`src/rtl/ilr_pkg.sv`:
```
package ilr_pkg;
  typedef enum logic [1:0] {
    FLT_NONE = 2'b00,
    FLT_SF   = 2'b01,
    FLT_GP   = 2'b10,
    FLT_NP   = 2'b11
  } fault_e;

  typedef enum logic [3:0] {
    S_IDLE, S_SP, S_RD_CS, S_CS, S_RD_CSD, S_CSD, S_RD_SS, S_SS, S_RD_SSD, S_SSD
  } state_e;

  // descriptor summary bit positions
  localparam int unsigned D_INTBL = 0;
  localparam int unsigned D_PRES  = 1;
  localparam int unsigned D_NSYS  = 2;
  localparam int unsigned D_EXEC  = 3;
  localparam int unsigned D_CW    = 4;
  localparam int unsigned D_DPL   = 5;
  localparam int unsigned D_W     = 7;
endpackage

```
`src/rtl/ilr_bound_chk.sv`:
```
module ilr_bound_chk #(
  parameter int unsigned AW = 32
) (
  input  logic [AW-1:0] base_i,
  input  logic [AW-1:0] off_i,
  input  logic [AW-1:0] limit_i,
  output logic          ok_o
);
  logic [AW:0] sum;
  assign sum  = {1'b0, base_i} + {1'b0, off_i};
  assign ok_o = sum <= {1'b0, limit_i};
endmodule

```
`src/rtl/ilr_desc_rules.sv`:
```
module ilr_desc_rules
  import ilr_pkg::*;
#(
  parameter int unsigned DW = D_W
) (
  input  logic [DW-1:0] desc_i,
  input  logic          is_code_i,
  input  logic [1:0]    sel_rpl_i,
  input  logic [1:0]    cs_rpl_i,
  output fault_e        fault_o
);
  logic [1:0] dpl;
  logic       type_ok, priv_ok;
  assign dpl = desc_i[D_DPL+:2];

  always_comb begin
    if (is_code_i) begin
      type_ok = desc_i[D_NSYS] & desc_i[D_EXEC];
      priv_ok = desc_i[D_CW] ? (dpl <= sel_rpl_i) : (dpl == sel_rpl_i);
    end else begin
      type_ok = desc_i[D_NSYS] & ~desc_i[D_EXEC] & desc_i[D_CW];
      priv_ok = (dpl == cs_rpl_i) && (sel_rpl_i == dpl);
    end
    if (!desc_i[D_INTBL] || !type_ok) fault_o = FLT_GP;
    else if (!desc_i[D_PRES])         fault_o = is_code_i ? FLT_NP : FLT_SF;
    else if (!priv_ok)                fault_o = FLT_GP;
    else                              fault_o = FLT_NONE;
  end
endmodule

```
`src/rtl/ilr_ret_seq.sv`:
```
module ilr_ret_seq
  import ilr_pkg::*;
#(
  parameter int unsigned AW = 32,
  parameter int unsigned SW = 16,
  parameter int unsigned NW = 16
) (
  input  logic          clk_i,
  input  logic          rst_ni,
  input  logic          start_i,
  input  logic [1:0]    cpl_i,
  input  logic [AW-1:0] esp_i,
  input  logic [NW-1:0] ret_imm_i,
  input  logic [AW-1:0] ss_limit_i,
  output logic          req_valid_o,
  output logic          req_desc_o,
  output logic [AW-1:0] req_addr_o,
  input  logic          rsp_valid_i,
  input  logic [AW-1:0] rsp_data_i,
  output logic          busy_o,
  output logic          done_o,
  output logic [1:0]    fault_o,
  output logic [SW-1:0] err_code_o,
  output logic [1:0]    new_cpl_o
);
  localparam int unsigned NCHK   = 3;
  localparam int unsigned CS_OFF = 4;
  localparam int unsigned SS_OFF = 12;
  localparam int unsigned TOP_OFF = 15;
  localparam int unsigned LO_OFF = 7;

  state_e        state_q, state_d;
  logic [1:0]    cpl_q;
  logic [AW-1:0] esp_q, lim_q, imm_ext;
  logic [NW-1:0] imm_q;
  logic [SW-1:0] cs_q, ss_q;
  logic [D_W-1:0] desc_q;
  logic          done_q;
  fault_e        fault_q;
  logic [SW-1:0] err_q;
  logic [1:0]    ncpl_q;

  logic          fin;
  fault_e        fin_fault;
  logic [SW-1:0] fin_err;
  fault_e        rule_fault;
  logic          cs_null, ss_null;

  assign imm_ext = {{(AW-NW){1'b0}}, imm_q};
  assign cs_null = cs_q[SW-1:2] == '0;
  assign ss_null = ss_q[SW-1:2] == '0;

  // bound checks: esp, esp+7, esp+N+15
  logic [AW-1:0] chk_off [NCHK];
  logic [NCHK-1:0] chk_ok;
  assign chk_off[0] = '0;
  assign chk_off[1] = AW'(LO_OFF);
  assign chk_off[2] = imm_ext + AW'(TOP_OFF);

  for (genvar g = 0; g < NCHK; g++) begin : g_bnd
    ilr_bound_chk #(.AW(AW)) u_bnd (
      .base_i (esp_q),
      .off_i  (chk_off[g]),
      .limit_i(lim_q),
      .ok_o   (chk_ok[g])
    );
  end

  ilr_desc_rules #(.DW(D_W)) u_rules (
    .desc_i   (desc_q),
    .is_code_i(state_q == S_CSD),
    .sel_rpl_i(state_q == S_CSD ? cs_q[1:0] : ss_q[1:0]),
    .cs_rpl_i (cs_q[1:0]),
    .fault_o  (rule_fault)
  );

  always_comb begin
    state_d     = state_q;
    fin         = 1'b0;
    fin_fault   = FLT_NONE;
    fin_err     = '0;
    req_valid_o = 1'b0;
    req_desc_o  = 1'b0;
    req_addr_o  = '0;
    unique case (state_q)
      S_IDLE: if (start_i) state_d = S_SP;
      S_SP: begin
        if (!(chk_ok[0] && chk_ok[1])) begin
          fin = 1'b1; fin_fault = FLT_SF;
        end else state_d = S_RD_CS;
      end
      S_RD_CS: begin
        req_valid_o = 1'b1;
        req_addr_o  = esp_q + AW'(CS_OFF);
        if (rsp_valid_i) state_d = S_CS;
      end
      S_CS: begin
        if (cs_q[1:0] <= cpl_q || cs_null) begin
          fin = 1'b1; fin_fault = FLT_GP; fin_err = cs_q;
        end else state_d = S_RD_CSD;
      end
      S_RD_CSD: begin
        req_valid_o = 1'b1;
        req_desc_o  = 1'b1;
        req_addr_o  = {{(AW-SW){1'b0}}, cs_q};
        if (rsp_valid_i) state_d = S_CSD;
      end
      S_CSD: begin
        if (rule_fault != FLT_NONE) begin
          fin = 1'b1; fin_fault = rule_fault; fin_err = cs_q;
        end else state_d = S_RD_SS;
      end
      S_RD_SS: begin
        req_valid_o = 1'b1;
        req_addr_o  = esp_q + imm_ext + AW'(SS_OFF);
        if (rsp_valid_i) state_d = S_SS;
      end
      S_SS: begin
        if (!chk_ok[2]) begin
          fin = 1'b1; fin_fault = FLT_SF; fin_err = ss_q;
        end else if (ss_null) begin
          fin = 1'b1; fin_fault = FLT_GP; fin_err = ss_q;
        end else state_d = S_RD_SSD;
      end
      S_RD_SSD: begin
        req_valid_o = 1'b1;
        req_desc_o  = 1'b1;
        req_addr_o  = {{(AW-SW){1'b0}}, ss_q};
        if (rsp_valid_i) state_d = S_SSD;
      end
      S_SSD: begin
        fin       = 1'b1;
        fin_fault = rule_fault;
        fin_err   = (rule_fault == FLT_NONE) ? '0 : ss_q;
      end
      default: state_d = S_IDLE;
    endcase
    if (fin) state_d = S_IDLE;
  end

  always_ff @(posedge clk_i or negedge rst_ni) begin
    if (!rst_ni) begin
      state_q <= S_IDLE;
      cpl_q   <= '0;
      esp_q   <= '0;
      imm_q   <= '0;
      lim_q   <= '0;
      cs_q    <= '0;
      ss_q    <= '0;
      desc_q  <= '0;
      done_q  <= 1'b0;
      fault_q <= FLT_NONE;
      err_q   <= '0;
      ncpl_q  <= '0;
    end else begin
      state_q <= state_d;
      done_q  <= fin;
      if (state_q == S_IDLE && start_i) begin
        cpl_q <= cpl_i;
        esp_q <= esp_i;
        imm_q <= ret_imm_i;
        lim_q <= ss_limit_i;
      end
      if (rsp_valid_i) begin
        if (state_q == S_RD_CS) cs_q <= rsp_data_i[SW-1:0];
        if (state_q == S_RD_SS) ss_q <= rsp_data_i[SW-1:0];
        if (state_q == S_RD_CSD || state_q == S_RD_SSD) desc_q <= rsp_data_i[D_W-1:0];
      end
      if (fin) begin
        fault_q <= fin_fault;
        err_q   <= fin_err;
        ncpl_q  <= (fin_fault == FLT_NONE) ? cs_q[1:0] : cpl_q;
      end
    end
  end

  assign busy_o     = state_q != S_IDLE;
  assign done_o     = done_q;
  assign fault_o    = fault_q;
  assign err_code_o = err_q;
  assign new_cpl_o  = ncpl_q;
endmodule

```
`config.mk`:
```
export PLATFORM = sky130hd
export DESIGN_NAME = ilr_ret_seq
export DESIGN_NICKNAME = d
export VERILOG_FILES = /design/src/rtl/ilr_pkg.sv /design/src/rtl/ilr_bound_chk.sv /design/src/rtl/ilr_desc_rules.sv /design/src/rtl/ilr_ret_seq.sv
export SDC_FILE = /design/constraint.sdc
export NUM_CORES = 1
export LEC_CHECK = 0
export ABC_AREA = 1
export BUFFER_PORTS_ARGS = -buffer_cell sky130_fd_sc_hd__clkbuf_2
export CAP_MARGIN = 10
export CORE_UTILIZATION = 64
export DETAILED_ROUTE_END_ITERATION = 6
export HOLD_SLACK_MARGIN = 0.12
export PLACE_DENSITY_LB_ADDON = 0.08
export SETUP_SLACK_MARGIN = 0.05
export SLEW_MARGIN = 15
export SYNTH_ARGS = -nofsm -noshare
export SYNTH_HDL_FRONTEND = slang
export SYNTH_SLANG_ARGS = --single-unit
```
`constraint.sdc`:
```
create_clock -name clk_i -period 9.55 [get_ports clk_i]
set_input_delay 0.4775 -clock clk_i [delete_from_list [all_inputs] [get_ports clk_i]]
set_output_delay 0.4775 -clock clk_i [all_outputs]
set_load 0.01 [all_outputs]
```
==> qor.yml <==
wl_per_cell_um: 19.9
cts-root-buf: "clkbuf_16"
synth_compound_area_frac: 0.164
dpl_cell_area_um2: 13200
cts_hold_repair.buffers: 1
synth-xor-area-share: 0.0473
timing.critical_path.cells: "inv_1, ha_1, inv_1, ha_1, fa_1, a21oi_1, inv_1, a21oi_1, o21ai_0, nand2_1, nand2_1, xor2_1, ha_1, nand4_1, nor3_1, nand4_1, nor2_1, nand4_1, nand3_4, nand3_2, a22oi_1, nand2_1"
drive_gt1_frac: 0.154
ios: 174
port_buffers: 157
layout_commonest_cell: "nand2_1"
yosys-top-cells-area: "dfrtp_1 (30%), ha_1 (14%), nand2_1 (9.6%)"
fp.dieH_um: 140
yosys.area.top_type: "dfrtp_1"
routed_wl_um: 40900
synth_edf_count: 0
crit_path_end_kind: "flip-flop"
grt_overflow_total: 0
slew_viol_final: 0
setup_viol: 0
nFillCells: 1536
clk_pin_slew_worst_paths_ns: 0.07
synthMuxAreaShare: 0.0203
antenna_cells: 0
drt-pass1-iter-count: 7
instances_no_fill: 2061
fp.dieW_um: 140
grt_pass1_vias: 11600
most-common-layout-cells: "nand2_1 (312), inv_1 (236), nor2_1 (189)"
cp.required_ns: 9.87
max_slew_margin: 0.298
grt_first_pass_wirelength_um: 63100
status: "finished, final reports clean"
max_cap_violations: 0
coreArea_um2: 18700
synth_top_family_by_area: "simple AND/OR/NAND/NOR gates"
finalSetupTns_ns: 0
grt_max_degree: 97
hold_viol: 0
synth.ff_latch_count: 146
min_path_type: "in2reg"
stdcell_area_um2: 13800
cts.sinks: 146
h-tree-depth: 4
syn_nets: 1930
cp.arrival_ns: 6.28
worstSetupPathType: "reg2reg"
dp_hpwl_um: 32100
first_iter_violations: 1220
insertion_delay_ns: 0.44
nNetsFinal: 2073
num_rows: 50
vias: 12500
dp_cells: 2028
synth_cell_types: 58
initial_utilization: 0.654
yosysTopAreaCellShare: 0.299
via_per_inst: 6.04
yosysSeqAreaShare: 0.299
cts_tree: "yes"
slowest_delay_ns: 0.57
async_reset_ff_frac: 1.00
synthAdderAreaFrac: 0.145
cp_max_fo: 14
max_freq_mhz: 168
ant_nets: 0
yosysWarningCount: 0
route.detailed.drc: 0
cts.path.max_buffers: 2
die_area_um2: 19700
tightest_slew_ns: 1.05
post-route-period-util: 0.624
place.gp.congestion: 1.04
skew_ns: 0.0130
yosys.area_share.simple: 0.235
cp-start-kind: "flip-flop"
postSynthAreaPerCell_um2: 7.32
post_cts_buffers: 0
area_delta_synth_final_pct: 13.0
rsz0062_at_grt: "false"
synth_ff_type: "dfrtp_1"
synth_area_um2: 12200
critPathSlowestCell: "nor3_1"
cts-resized-gates: 0
period_minus_slack_ns: 5.96
grtUsageTotal: 0.424
antenna_found_initial: 0
cts_buffers: 17
netlist_instances: 1671
-- path summary, 6_finish.rpt --
| check | startpoint | to | slack (ns) | cells after the start |
|---|---|---|---|---|
| worst max-delay path | esp_q[1] | err_code_o[10] | 3.59 | 22 |
| worst min-delay path | ss_limit_i[0] | lim_q[0] | 0.26 | 2 |
| worst max register to register | esp_q[1] | err_code_o[10] | 3.59 | 22 |
| worst min register to register | new_cpl_o[0] | new_cpl_o[0] | 0.49 | 2 |
| max in group asynchronous | rst_ni | cs_q[9] | 7.62 | 3 |
| min in group asynchronous | rst_ni | lim_q[31] | 0.64 | 2 |
-- worst max-delay path, delay by kind of cell, from the launching register on --
kind            cells  cell delay (ns)
xor+xnor            1             0.18
compound gates      4             1.24
simple gates       10             2.24
buf+inv             3             0.35
flops               1             0.49
fa+ha+maj           4             1.33
-- per-stage QoR --
stage	hold slack [ns]	setup slack, ns	util
final	0.261	3.59	0.738
after global routing	0.262	3.43	0.738
after CTS	0.259	3.88	0.738
after detailed placement	0.465	3.91	0.705
after global placement	0.459	4.05	0.705
after floorplan	0.182	5.62	-
-- area by class of cell --
cell class	instances	area, um^2	area share
multi-input cells	1243	7490	0.543
flip-flops and latches	146	3650	0.264
inverters	244	923	0.0668
repair buffers	162	832	0.0602
clock buffers	17	425	0.0308
well taps	234	293	0.0212
clock inverters	15	191	0.0139
-- cells in the mapped netlist, types with 5 or more instances --
| cell type | count |
|---|---|
| a21oi_1 | 185 |
| a22oi_1 | 16 |
| clkbuf_1 | 29 |
| dfrtp_1 | 146 |
| ha_1 | 139 |
| inv_1 | 236 |
| mux2_2 | 22 |
| nand2_1 | 312 |
| nand2_2 | 24 |
| nand3_1 | 38 |
| nand4_1 | 16 |
| nor2_1 | 189 |
| nor2_4 | 5 |
| nor3_1 | 25 |
| nor4_1 | 12 |
| o2111ai_1 | 14 |
| o21a_1 | 6 |
| o21ai_0 | 103 |
| o21ai_1 | 5 |
| o22ai_1 | 5 |
| or2_2 | 11 |
| xor2_1 | 63 |
-- per-layer routing --
metal  vias to the layer above  part of all wire  track usage
li1                       5805                 -            -
met3                       137             0.084       0.0656
met2                       716              0.46        0.694
met5                         -                 0            0
met4                         0             0.050        0.208
met1                      5796              0.41        0.549
-- cells by family after synthesis --
group / Yosys count
compound gates: 361
simple gates: 653
mux: 22
buf+inv: 282
xor+xnor: 66
fa+ha+maj: 141
flops: 146
-- registers in the layout (all words and copies together), names as in the netlist --
signal      count
cpl_q           2
cs_q           16
state_q         4
ss_q           16
esp_q          32
desc_q          7
new_cpl_o       2
err_code_o     16
done_o          1
imm_q          16
lim_q          32
fault_o         2
Power is left out: the tool's default activity adds up to more than one toggle a clock period on the data nets, which glitch-free logic cannot reach.
